$ cat config.mk
export PLATFORM = sky130hd
export DESIGN_NAME = cluster_pwr_seq
export DESIGN_NICKNAME = d
export VERILOG_FILES = /design/src/rtl/cps_pkg.sv /design/src/rtl/cps_req_decode.sv /design/src/rtl/cps_step_timer.sv /design/src/rtl/cps_seq_ctrl.sv /design/src/rtl/cluster_pwr_seq.sv
export SDC_FILE = /design/constraint.sdc
export NUM_CORES = 1
export LEC_CHECK = 0
export ABC_CLOCK_PERIOD_IN_PS = 2900
export BUFFER_PORTS_ARGS = -buffer_cell sky130_fd_sc_hd__buf_2
export CORE_ASPECT_RATIO = 0.6
export CORE_UTILIZATION = 44
export CTS_CLUSTER_DIAMETER = 80
export DETAILED_ROUTE_END_ITERATION = 8
export PLACE_DENSITY_LB_ADDON = 0.2
export SLEW_MARGIN = 0
export SYNTH_ARGS = -nofsm -noshare
export SYNTH_HDL_FRONTEND = slang
export SYNTH_HIERARCHICAL = 1
export SYNTH_SLANG_ARGS = --single-unit
$ cat constraint.sdc
create_clock -name clk -period 2.9 [get_ports clk]
set_input_delay 0.145 -clock clk [delete_from_list [all_inputs] [get_ports clk]]
set_output_delay 0.145 -clock clk [all_outputs]
set_load 0.05 [all_outputs]
$ cat src/rtl/cps_pkg.sv
package cps_pkg;

    typedef enum logic [3:0] {
        S_OFF,
        S_UP_SW,
        S_UP_CLK,
        S_UP_ISO,
        S_UP_RST,
        S_ON,
        S_DN_BRG,
        S_DN_RST,
        S_DN_ISO,
        S_DN_SW
    } seq_state_e;

    typedef enum logic [1:0] {
        PH_OFF     = 2'b00,
        PH_RISING  = 2'b01,
        PH_FALLING = 2'b10,
        PH_ON      = 2'b11
    } phase_e;

    typedef enum logic [1:0] {
        REQ_NONE,
        REQ_START_UP,
        REQ_START_DOWN,
        REQ_REJECT
    } req_kind_e;

    typedef struct packed {
        logic bridge;
        logic rst;
        logic iso;
        logic clk;
        logic sw;
    } gate_ctl_t;

    function automatic gate_ctl_t gate_ctl_of(seq_state_e s);
        gate_ctl_t c;
        case (s)
            S_UP_SW:  c = '{bridge: 1'b0, rst: 1'b1, iso: 1'b1, clk: 1'b0, sw: 1'b1};
            S_UP_CLK: c = '{bridge: 1'b0, rst: 1'b1, iso: 1'b1, clk: 1'b1, sw: 1'b1};
            S_UP_ISO: c = '{bridge: 1'b0, rst: 1'b1, iso: 1'b0, clk: 1'b1, sw: 1'b1};
            S_UP_RST: c = '{bridge: 1'b0, rst: 1'b0, iso: 1'b0, clk: 1'b1, sw: 1'b1};
            S_ON:     c = '{bridge: 1'b1, rst: 1'b0, iso: 1'b0, clk: 1'b1, sw: 1'b1};
            S_DN_BRG: c = '{bridge: 1'b0, rst: 1'b0, iso: 1'b0, clk: 1'b1, sw: 1'b1};
            S_DN_RST: c = '{bridge: 1'b0, rst: 1'b1, iso: 1'b0, clk: 1'b1, sw: 1'b1};
            S_DN_ISO: c = '{bridge: 1'b0, rst: 1'b1, iso: 1'b1, clk: 1'b1, sw: 1'b1};
            default:  c = '{bridge: 1'b0, rst: 1'b1, iso: 1'b1, clk: 1'b0, sw: 1'b0};
        endcase
        return c;
    endfunction

    function automatic phase_e phase_of(seq_state_e s);
        phase_e p;
        case (s)
            S_OFF:                                  p = PH_OFF;
            S_ON:                                   p = PH_ON;
            S_UP_SW, S_UP_CLK, S_UP_ISO, S_UP_RST:  p = PH_RISING;
            default:                                p = PH_FALLING;
        endcase
        return p;
    endfunction

    function automatic logic in_transit(seq_state_e s);
        return (s != S_OFF) && (s != S_ON);
    endfunction

    function automatic seq_state_e step_after(seq_state_e s);
        seq_state_e n;
        case (s)
            S_UP_CLK: n = S_UP_ISO;
            S_UP_ISO: n = S_UP_RST;
            S_UP_RST: n = S_ON;
            S_DN_BRG: n = S_DN_RST;
            S_DN_RST: n = S_DN_ISO;
            S_DN_ISO: n = S_DN_SW;
            default:  n = S_OFF;
        endcase
        return n;
    endfunction

endpackage

$ cat src/rtl/cps_req_decode.sv
module cps_req_decode
    import cps_pkg::*;
(
    input  seq_state_e state,
    input  logic       req_up,
    input  logic       req_down,
    output req_kind_e  kind
);
    always_comb begin
        kind = REQ_NONE;
        if (req_down) begin
            if (in_transit(state))
                kind = REQ_REJECT;
            else if (state == S_ON)
                kind = REQ_START_DOWN;
        end else if (req_up) begin
            if (in_transit(state))
                kind = REQ_REJECT;
            else if (state == S_OFF)
                kind = REQ_START_UP;
        end
    end
endmodule

$ cat src/rtl/cps_step_timer.sv
module cps_step_timer #(
    parameter int CNT_W = 10
) (
    input  logic             clk,
    input  logic             rst,
    input  logic             ld,
    input  logic [CNT_W-1:0] ld_val,
    input  logic             inc,
    input  logic             dec,
    output logic [CNT_W-1:0] cnt
);
    always_ff @(posedge clk) begin
        if (rst)
            cnt <= '0;
        else if (ld)
            cnt <= ld_val;
        else if (inc)
            cnt <= cnt + 1'b1;
        else if (dec)
            cnt <= cnt - 1'b1;
    end
endmodule

$ cat src/rtl/cps_seq_ctrl.sv
module cps_seq_ctrl
    import cps_pkg::*;
#(
    parameter int CNT_W = 10
) (
    input  logic             clk,
    input  logic             rst,
    input  req_kind_e        kind,
    input  logic             pwr_good,
    input  logic [CNT_W-1:0] cnt,
    input  logic [CNT_W-1:0] hold_start,
    input  logic [CNT_W-1:0] hold_run,
    input  logic [CNT_W-1:0] lim_run,
    output seq_state_e       state_q,
    output seq_state_e       state_d,
    output logic             ld,
    output logic [CNT_W-1:0] ld_val,
    output logic             inc,
    output logic             dec,
    output logic             err_set
);
    always_comb begin
        state_d = state_q;
        ld      = 1'b0;
        ld_val  = '0;
        inc     = 1'b0;
        dec     = 1'b0;
        err_set = 1'b0;
        case (state_q)
            S_OFF: begin
                if (kind == REQ_START_UP) begin
                    state_d = S_UP_SW;
                    ld      = 1'b1;
                    ld_val  = '0;
                end
            end
            S_ON: begin
                if (kind == REQ_START_DOWN) begin
                    state_d = S_DN_BRG;
                    ld      = 1'b1;
                    ld_val  = hold_start;
                end
            end
            S_UP_SW: begin
                if (pwr_good) begin
                    state_d = S_UP_CLK;
                    ld      = 1'b1;
                    ld_val  = hold_run;
                end else if (cnt == lim_run) begin
                    state_d = S_OFF;
                    err_set = 1'b1;
                end else begin
                    inc = 1'b1;
                end
            end
            default: begin
                if (cnt == '0) begin
                    state_d = step_after(state_q);
                    ld      = 1'b1;
                    ld_val  = hold_run;
                end else begin
                    dec = 1'b1;
                end
            end
        endcase
    end

    always_ff @(posedge clk) begin
        if (rst)
            state_q <= S_OFF;
        else
            state_q <= state_d;
    end
endmodule

$ cat src/rtl/cluster_pwr_seq.sv
module cluster_pwr_seq
    import cps_pkg::*;
#(
    parameter int HOLD_W = 8,
    parameter int LIM_W  = 10
) (
    input  logic              clk,
    input  logic              rst,
    input  logic              req_up,
    input  logic              req_down,
    input  logic [HOLD_W-1:0] cfg_hold,
    input  logic [LIM_W-1:0]  cfg_ack_limit,
    input  logic              pwr_good,
    output logic              bridge_en,
    output logic              cluster_rst,
    output logic              iso_en,
    output logic              clk_en,
    output logic              switch_en,
    output logic [1:0]        phase,
    output logic              busy_flag,
    output logic              ack_err
);
    localparam int CNT_W = (HOLD_W > LIM_W) ? HOLD_W : LIM_W;

    seq_state_e       state_q;
    seq_state_e       state_d;
    req_kind_e        kind;
    logic             accept;
    logic [CNT_W-1:0] cnt;
    logic [CNT_W-1:0] hold_start;
    logic [CNT_W-1:0] hold_q;
    logic [CNT_W-1:0] lim_q;
    logic             ld;
    logic [CNT_W-1:0] ld_val;
    logic             inc;
    logic             dec;
    logic             err_set;
    gate_ctl_t        ctl_q;
    phase_e           phase_q;

    assign hold_start = CNT_W'(cfg_hold);
    assign accept     = (kind == REQ_START_UP) || (kind == REQ_START_DOWN);

    cps_req_decode u_decode (
        .state    (state_q),
        .req_up   (req_up),
        .req_down (req_down),
        .kind     (kind)
    );

    cps_step_timer #(.CNT_W(CNT_W)) u_timer (
        .clk    (clk),
        .rst    (rst),
        .ld     (ld),
        .ld_val (ld_val),
        .inc    (inc),
        .dec    (dec),
        .cnt    (cnt)
    );

    cps_seq_ctrl #(.CNT_W(CNT_W)) u_ctrl (
        .clk        (clk),
        .rst        (rst),
        .kind       (kind),
        .pwr_good   (pwr_good),
        .cnt        (cnt),
        .hold_start (hold_start),
        .hold_run   (hold_q),
        .lim_run    (lim_q),
        .state_q    (state_q),
        .state_d    (state_d),
        .ld         (ld),
        .ld_val     (ld_val),
        .inc        (inc),
        .dec        (dec),
        .err_set    (err_set)
    );

    // configuration snapshot taken when a sequence is accepted
    always_ff @(posedge clk) begin
        if (rst) begin
            hold_q <= '0;
            lim_q  <= '0;
        end else if (accept) begin
            hold_q <= hold_start;
            lim_q  <= CNT_W'(cfg_ack_limit);
        end
    end

    // registered control lines and status
    always_ff @(posedge clk) begin
        if (rst) begin
            ctl_q     <= gate_ctl_of(S_OFF);
            phase_q   <= PH_OFF;
            busy_flag <= 1'b0;
            ack_err   <= 1'b0;
        end else begin
            ctl_q   <= gate_ctl_of(state_d);
            phase_q <= phase_of(state_d);
            if (accept)
                busy_flag <= 1'b0;
            else if (kind == REQ_REJECT)
                busy_flag <= 1'b1;
            if (accept)
                ack_err <= 1'b0;
            else if (err_set)
                ack_err <= 1'b1;
        end
    end

    assign bridge_en   = ctl_q.bridge;
    assign cluster_rst = ctl_q.rst;
    assign iso_en      = ctl_q.iso;
    assign clk_en      = ctl_q.clk;
    assign switch_en   = ctl_q.sw;
    assign phase       = phase_q;
endmodule

==> results.rst, run 1 <==
.. list-table::
   :header-rows: 1

   * - Metric
     - Value
   * - Synth area leader
     - sky130_fd_sc_hd__dfxtp_1
   * - Hold slack final
     - slightly above 0.08 ns
   * - Final setup violation count
     - 0
   * - Height of the chip
     - 60.7 um
   * - First-pass DRT Iterations
     - 4
   * - Kind of start point of the critical path
     - register
   * - Cell area reported after detailed placement
     - 0.00280 sq mm
   * - Async set or reset register ratio after synthesis
     - 0
   * - Worst-path maximum fanout
     - 11
   * - Ys Warns
     - 6
   * - Post-synthesis mux area share
     - 0.0752
   * - Worst R2R Setup Slack
     - 0.17 ns
   * - Flip-flop and latch count after synthesis
     - 41
   * - Fraction of post-synthesis cell area in the top cell type by area
     - 0.325
   * - Number of levels in the clock H-tree
     - 2
   * - Wire length of the first global-routing pass
     - 10.0 mm
   * - HP Start
     - cfg_ack_limit[7]
   * - Setup TNS
     - 0 ns
   * - Worst slew margin relative to its limit
     - 0.505
   * - DP HPWL
     - 4.50 mm
   * - Worst min-delay path endpoint
     - lim_q[7]
   * - Outcome
     - finished, final reports clean
   * - Crit. End Element
     - register
   * - Most frequent cell after synthesis
     - sky130_fd_sc_hd__nor2_1
   * - Layout area overhead
     - 16.2%
   * - Post-synthesis instance area
     - 0.00253 sq mm
   * - Max cap viols
     - 0
   * - Avg Vias per Cell
     - roughly 5.5
   * - Worst R2R Path Depth
     - 9
   * - Ant diodes
     - 0
   * - Final worst clock skew
     - about 0.0074 ns
   * - Largest net degree at the start of global routing
     - 40
   * - Final Wtd Congestion
     - approximately 0.88
   * - Final critical delay including setup and external delays
     - approximately 2.7 ns
   * - Pin slew with the least headroom to its limit
     - about 0.74 ns
   * - Worst skew pair latency
     - between 0.2 and 0.3 ns
   * - Core box area
     - roughly 0.0053 sq mm
   * - Effective utilization at floorplan
     - 0.479
   * - CP Data Required Time
     - 3.11 ns
   * - Final critical-path share of the clock period
     - 0.943
   * - Xor-xnor portion of the synthesized cell area
     - 0.0623
   * - Top-Level Pins
     - 32
   * - Mean instance size in the synthesized netlist
     - about 8.6 sq um
   * - Number of DRC markers in iteration 0
     - ~150
   * - Classification of the worst-slack hold path
     - in -> reg
   * - Share of final-layout standard cells stronger than drive strength 1
     - 0.216
   * - Setup repair after global routing missed its margin
     - no
   * - EDFF count, synth
     - 0
   * - Data arrival, critical path
     - ~3 ns
   * - Number of buffers created by CTS
     - 5
   * - Post-Route WL
     - roughly 6.3 mm
   * - Area of the die
     - slightly above 0.006 sq mm
   * - IO Port Bufs
     - 31
   * - Die Wd
     - 99.9 um
   * - Dominant synthesized flop cell
     - sky130_fd_sc_hd__dfxtp_1
   * - Worst Setup Path Type
     - reg -> reg
   * - Maximum ir drop on the vdd rail
     - between 0.4 and 0.5 mV
   * - Post-route standard cell area excluding fillers
     - about 0.0029 sq mm
   * - Synth Instances
     - between 200 and 300
   * - Top Family by Delay on Critical Path
     - simple AND/OR/NAND/NOR gates
   * - Via Count
     - around 2,200
   * - Cell with the largest stage delay on the worst path
     - sky130_fd_sc_hd__or4_4
   * - Final ANT Viol Nets
     - 0
   * - Clk sink count
     - ~40
   * - Total number of nets in the final design
     - between 300 and 400
   * - Pwr per Cell Area
     - about 1200 mW/mm^2
   * - Yosys cell types
     - 58
   * - Clock slew at the register clock pins of the worst setup and hold paths
     - 0.09 ns
   * - Post-synthesis compound-gate area fraction
     - 0.183
   * - CTS tree
     - done
   * - Via count of the first global-routing pass
     - approximately 2,000
   * - Worst Path Buf+Inv
     - 1
   * - Adder-cell share of the synthesized area
     - 0.0524
   * - Fmax
     - between 300 and 400 MHz
   * - Cell seen most often among critical-path stages
     - sky130_fd_sc_hd__nor3_1
   * - Sum of overflow across all layers after global routing
     - 0
   * - Top area cells in the synthesized netlist
     - sky130_fd_sc_hd__dfxtp_1 (32%), sky130_fd_sc_hd__mux2i_1 (7.5%), sky130_fd_sc_hd__nor2_1 (6.5%)
   * - Setup fix buffers added after clock tree synthesis
     - 0
   * - Number of cells after detailed placement
     - slightly below 400
   * - Initial antenna violation count
     - 0
   * - Final-report max-slew violation count
     - 0
   * - Cell chain of the critical path
     - buf_4 -> nor4_2 -> a211oi_1 -> nand2b_1 -> a31oi_1 -> nor3_1 -> or4_4 -> o31a_1 -> nor3_1
   * - Finished Layout Cells
     - just over 400
   * - Synth cell count leaders
     - sky130_fd_sc_hd__nor2_1 (44), sky130_fd_sc_hd__dfxtp_1 (41), sky130_fd_sc_hd__mux2i_1 (19), sky130_fd_sc_hd__nor3_1 (19), sky130_fd_sc_hd__a21oi_1 (17)
   * - Number of cells on the worst hold path
     - 3
   * - Final hold viol count
     - 0
   * - Count of fill cells added during filler insertion
     - approximately 500
   * - Worst reg2reg startpoint
     - u_ctrl/state_q[1]
   * - Bufs on Longest Clock Path
     - 2
   * - Residual DRC
     - 0
   * - Number of rows in the core area
     - 20
   * - Part of the Yosys area used for sequential elements
     - 0.325
   * - Library cell used as clock root buffer
     - sky130_fd_sc_hd__clkbuf_8
   * - Simple-gate share of the synthesized area
     - 0.245
   * - Worst path max stage delay
     - 0.54 ns
   * - Dominant combinational cell family by area after synthesis
     - simple AND/OR/NAND/NOR gates
   * - Lkg Pwr
     - 1.27 nW
   * - Overall routing resource usage
     - 0.220
   * - Destination of the worst register-to-register timing path
     - switch_en
   * - Wire length per cell after detailed routing
     - between 15 and 20 um
-- kinds of logic after synthesis --
family / count (synthesis)
mux: 19
simple gates: 113
other cells: 1
flops: 41
buf+inv: 29
xor+xnor: 18
compound gates: 63
fa+ha+maj: 10
-- cells in the final DEF, fill, tap and decap left out, types with 6 or more instances in the layout --
cell / n
sky130_fd_sc_hd__o21ai_0: 8
sky130_fd_sc_hd__a21oi_1: 17
sky130_fd_sc_hd__nor2_1: 44
sky130_fd_sc_hd__buf_4: 11
sky130_fd_sc_hd__nand2_1: 10
sky130_fd_sc_hd__mux2i_1: 19
sky130_fd_sc_hd__nor3_1: 19
sky130_fd_sc_hd__dfxtp_1: 40
sky130_fd_sc_hd__inv_1: 9
sky130_fd_sc_hd__ha_1: 9
sky130_fd_sc_hd__a22o_1: 10
sky130_fd_sc_hd__buf_2: 31
sky130_fd_sc_hd__clkbuf_8: 6
sky130_fd_sc_hd__xor2_1: 16
-- worst min-delay path: stages --
cell and delay, ns:
sky130_fd_sc_hd__buf_2 0.08, sky130_fd_sc_hd__mux2i_1 0.05, sky130_fd_sc_hd__nor2_1 0.07
-- state kept, by name, summed over array words and instances, names as in the netlist --
name,cells
lim_q,10
u_timer/cnt,10
hold_q,8
u_ctrl/state_q,4
phase,2
ack_err,1
bridge_en,1
busy_flag,1
clk_en,1
cluster_rst,1
iso_en,1
switch_en,1
-- worst max path at each step --
| stage | cells past startpoint | startpoint | endpoint | slack (ns) |
|---|---|---|---|---|
| floorplan | 11 | u_ctrl/state_q[1] | u_timer/cnt[6] | 0.02 |
| global placement | 9 | u_ctrl/state_q[1] | switch_en | 0.17 |
| detailed placement | 9 | u_ctrl/state_q[1] | switch_en | 0.16 |
| CTS | 9 | u_ctrl/state_q[1] | switch_en | 0.11 |
| global route | 9 | u_ctrl/state_q[3] | u_timer/cnt[5] | 0.02 |
| finish | 9 | u_ctrl/state_q[1] | switch_en | 0.17 |
-- per-layer routing --
| metal | track usage | vias to the layer above | share of wire |
|---|---|---|---|
| met5 | 0 | - | 0 |
| met4 | 0.0441 | 0 | 0.0030 |
| met3 | 0.0495 | 2 | 0.071 |
| met2 | 0.311 | 75 | 0.40 |
| met1 | 0.337 | 1015 | 0.52 |
| li1 | - | 1124 | - |
-- cell type report --
cell class / instances / area (sq um) / area share
flip-flops and latches: 41 / 822 / 0.280
well taps: 77 / 96.3 / 0.0328
clock inverters: 2 / 37.5 / 0.0128
clock buffers: 6 / 82.6 / 0.0281
multi-input cells: 227 / 1610 / 0.546
repair buffers: 43 / 258 / 0.0877
inverters: 10 / 37.5 / 0.0128
-- where the power goes --
group / internal (mW) / leakage, nW / switching, mW / total, mW
combinational: 0.946 / 0.874 / 1.28 / 2.23
clock: 0.280 / 0.0574 / 0.212 / 0.492
sequential: 0.730 / 0.337 / 0.149 / 0.879
total: 1.96 / 1.27 / 1.64 / 3.60
-- through the flow --
step | util | power, mW | setup WS, ns
after floorplan | - | 2.57 | 0.0221
final | 0.557 | 3.60 | 0.166
after detailed placement | 0.531 | 3.04 | 0.156
after CTS | 0.554 | 3.55 | 0.110
after global placement | 0.531 | 3.03 | 0.165
after global routing | 0.557 | 3.86 | 0.0206
-- timing repair --
action                     in CTS  in global routing
resized for setup               0                  4
hold buffers                    0                  0
setup endpoints to repair       0                  3
No activity file was read; power rests on OpenSTA's default activity.
==> inputs of run 2 (changes only) <==
Settings changed: CORE_UTILIZATION 44 to 50, REMOVE_ABC_BUFFERS from default to 1.
==> results.rst, run 2 (synthesis gave the netlist of run 1 again) <==
.. list-table::
   :header-rows: 1

   * - Metric
     - Value
   * - Outcome
     - finished, final reports clean
   * - Clk sink count
     - 41 (unchanged)
   * - Final design utilization
     - 0.613 (+0.0563)
   * - Total number of nets in the final design
     - 362 (+0.28%)
   * - Hold Buf Count CTS
     - 0 (unchanged)
   * - Initial antenna violation count
     - 0 (unchanged)
   * - Pwr per Cell Area
     - 1190 mW/mm^2 (-2.6%)
   * - Core box area
     - 0.00471 sq mm (-11%)
   * - Setup repair after global routing missed its margin
     - no
   * - Hold slack final
     - 0.0792 ns (-0.00243 ns)
   * - Max cap viols
     - 0 (unchanged)
   * - Height of the chip
     - 57.1 um (-6.0%)
   * - Kind of start point of the critical path
     - register
   * - Final-report max-slew violation count
     - 0 (unchanged)
   * - Sum of overflow across all layers after global routing
     - 0 (unchanged)
   * - HP Start
     - cfg_ack_limit[5]
   * - Origin of the worst setup path
     - u_ctrl/state_q[1]
   * - Maximum ir drop on the vdd rail
     - 0.667 mV (+61%)
   * - Wire length of the first global-routing pass
     - 10.1 mm (+0.55%)
   * - Final setup violation count
     - 0 (unchanged)
   * - Sequential cell area
     - 821 sq um (-0.15%)
   * - Final critical delay including setup and external delays
     - 2.71 ns (-0.0190 ns)
   * - Combined area of the multi-input logic cells
     - 0.00160 sq mm (about the same)
   * - Leading cell type in the layout, fill and taps excluded
     - sky130_fd_sc_hd__nor2_1
   * - Finished Layout Cells
     - 393 (-3.2%)
   * - Cell area reported after detailed placement
     - 0.00277 sq mm (-1.2%)
   * - Crit. End Element
     - register
   * - Effective utilization at floorplan
     - 0.537 (+0.0583)
   * - Library cell used as clock root buffer
     - sky130_fd_sc_hd__clkbuf_8
   * - Worst slew margin relative to its limit
     - 0.475 (-0.0297)
   * - Final ANT Viol Nets
     - 0 (unchanged)
   * - Worst reg2reg startpoint
     - u_ctrl/state_q[1]
   * - Share of final-layout standard cells stronger than drive strength 1
     - 0.221 (+0.00541)
   * - Final critical-path share of the clock period
     - 0.936 (-0.00656)
   * - Setup fix buffers added after clock tree synthesis
     - 0 (unchanged)
   * - Number of levels in the clock H-tree
     - 2 (unchanged)
   * - Number of cells after detailed placement
     - 385 (-3.3%)
   * - Die Wd
     - 93.8 um (-6.1%)
   * - DP HPWL
     - 4.27 mm (-5.2%)
   * - Top-Level Pins
     - 32 (unchanged)
   * - Final worst clock skew
     - 0.0129 ns (+0.00551 ns)
   * - Worst Setup Path Type
     - reg -> reg
   * - Top Family by Delay on Critical Path
     - simple AND/OR/NAND/NOR gates
   * - Clock slew at the register clock pins of the worst setup and hold paths
     - 0.09 ns (about the same)
   * - Number of buffers created by CTS
     - 5 (unchanged)
   * - Post-route standard cell area excluding fillers
     - 0.00289 sq mm (-1.8%)
   * - Count of fill cells added during filler insertion
     - 417 (-16%)
   * - Lkg Pwr
     - 1.26 nW (-0.59%)
   * - Final hold viol count
     - 0 (unchanged)
   * - First-pass DRT Iterations
     - 4 (unchanged)
   * - Wire length per cell after detailed routing
     - 15.6 um (+1.3%)
   * - Final Wtd Congestion
     - 0.876 (-0.56%)
   * - Worst path max stage delay
     - 0.45 ns (-0.09 ns)
   * - Post-Route WL
     - 6.14 mm (-2.0%)
   * - Area of the die
     - 0.00536 sq mm (-12%)
   * - Overall routing resource usage
     - 0.245 (+0.0250)
   * - Registers with the most flip-flops
     - lim_q x10, u_timer/cnt x10, hold_q x8
   * - IO Port Bufs
     - 31 (unchanged)
   * - Residual DRC
     - 0 (unchanged)
   * - Worst Path Buf+Inv
     - 1 (unchanged)
   * - Fmax
     - 368 MHz (+0.70%)
   * - Bufs on Longest Clock Path
     - 2 (unchanged)
   * - Via count of the first global-routing pass
     - 2,053 (+3.0%)
   * - Data arrival, critical path
     - 2.92 ns (-0.03 ns)
   * - Setup TNS
     - 0 ns (unchanged)
   * - Ant diodes
     - 0 (unchanged)
   * - Gates resized, CTS repair
     - 0 (unchanged)
   * - Number of rows in the core area
     - 19 (-5.0%)
   * - Cell with the largest stage delay on the worst path
     - sky130_fd_sc_hd__or4_1
   * - Pin slew with the least headroom to its limit
     - 0.787 ns (+0.0445 ns)
   * - Number of DRC markers in iteration 0
     - 182 (+19%)
   * - CTS tree
     - done
   * - Layout area overhead
     - 14.1%
   * - Via Count
     - 2,265 (+2.2%)
   * - CP Data Required Time
     - 3.11 ns (about the same)
   * - Classification of the worst-slack hold path
     - in -> reg
   * - Avg Vias per Cell
     - 5.76 (+5.6%)
   * - Leading cell types in the layout, fill and taps excluded
     - sky130_fd_sc_hd__nor2_1 (44), sky130_fd_sc_hd__dfxtp_1 (41), sky130_fd_sc_hd__buf_2 (31)
   * - Cell chain of the critical path
     - nand2b_1 -> or4_1 -> a41oi_2 -> inv_2 -> ha_1 -> nand4_1 -> a21oi_1 -> nor3_1 -> o211a_1 -> nor4_1
   * - Worst-path maximum fanout
     - 7 (-4)
   * - Worst skew pair latency
     - 0.30 ns (about the same)
   * - Largest net degree at the start of global routing
     - 40 (unchanged)
## run 2: routing by layer
| metal | vias up | track usage | part of all wire |
|---|---|---|---|
| li1 | 1128 | - | - |
| met1 | 1041 | 0.363 | 0.50 |
| met2 | 88 | 0.352 | 0.40 |
| met3 | 8 | 0.0587 | 0.085 |
| met4 | 0 | 0.0637 | 0.011 |
| met5 | - | 0 | 0 |
## run 2: cell type report
type | instances | share of cell area
Clock buffer | 5 | 0.0239
Clock inverter | 3 | 0.00781
Inverter | 10 | 0.0130
Multi-Input combinational cell | 227 | 0.556
Sequential cell | 41 | 0.284
Tap cell | 63 | 0.0273
Timing Repair Buffer | 44 | 0.0876
## run 2: worst reg2reg max path, stage by stage (launching register included)
cell and delay, ns:
sky130_fd_sc_hd__dfxtp_1 0.32, sky130_fd_sc_hd__nand2b_1 0.16, sky130_fd_sc_hd__or4_1 0.45, sky130_fd_sc_hd__a41oi_2 0.22
sky130_fd_sc_hd__inv_2 0.12, sky130_fd_sc_hd__ha_1 0.43, sky130_fd_sc_hd__nand4_1 0.13, sky130_fd_sc_hd__a21oi_1 0.23
sky130_fd_sc_hd__nor3_1 0.11, sky130_fd_sc_hd__o211a_1 0.22, sky130_fd_sc_hd__nor4_1 0.24
## run 2: worst paths after layout
kind	to	slack, ns	cells after the start
min reg2reg	hold_q[3]	0.50	2
max	u_timer/cnt[9]	0.19	10
min	lim_q[5]	0.08	3
max reg2reg	u_timer/cnt[9]	0.19	10
## run 2: per-stage QoR
| step | setup slack [ns] | power [mW] |
|---|---|---|
| after detailed placement | 0.111 | 2.97 |
| after floorplan | -0.0630 | 2.46 |
| after global routing | 0.0232 | 3.72 |
| after CTS | 0.0733 | 3.38 |
| after global placement | 0.166 | 2.94 |
| final | 0.185 | 3.44 |
## run 2: power by group
group	switching, mW	leakage (nW)	internal (mW)
Sequential	0.137	0.336	0.729
Combinational	1.27	0.876	0.913
Clock	0.221	0.0481	0.171
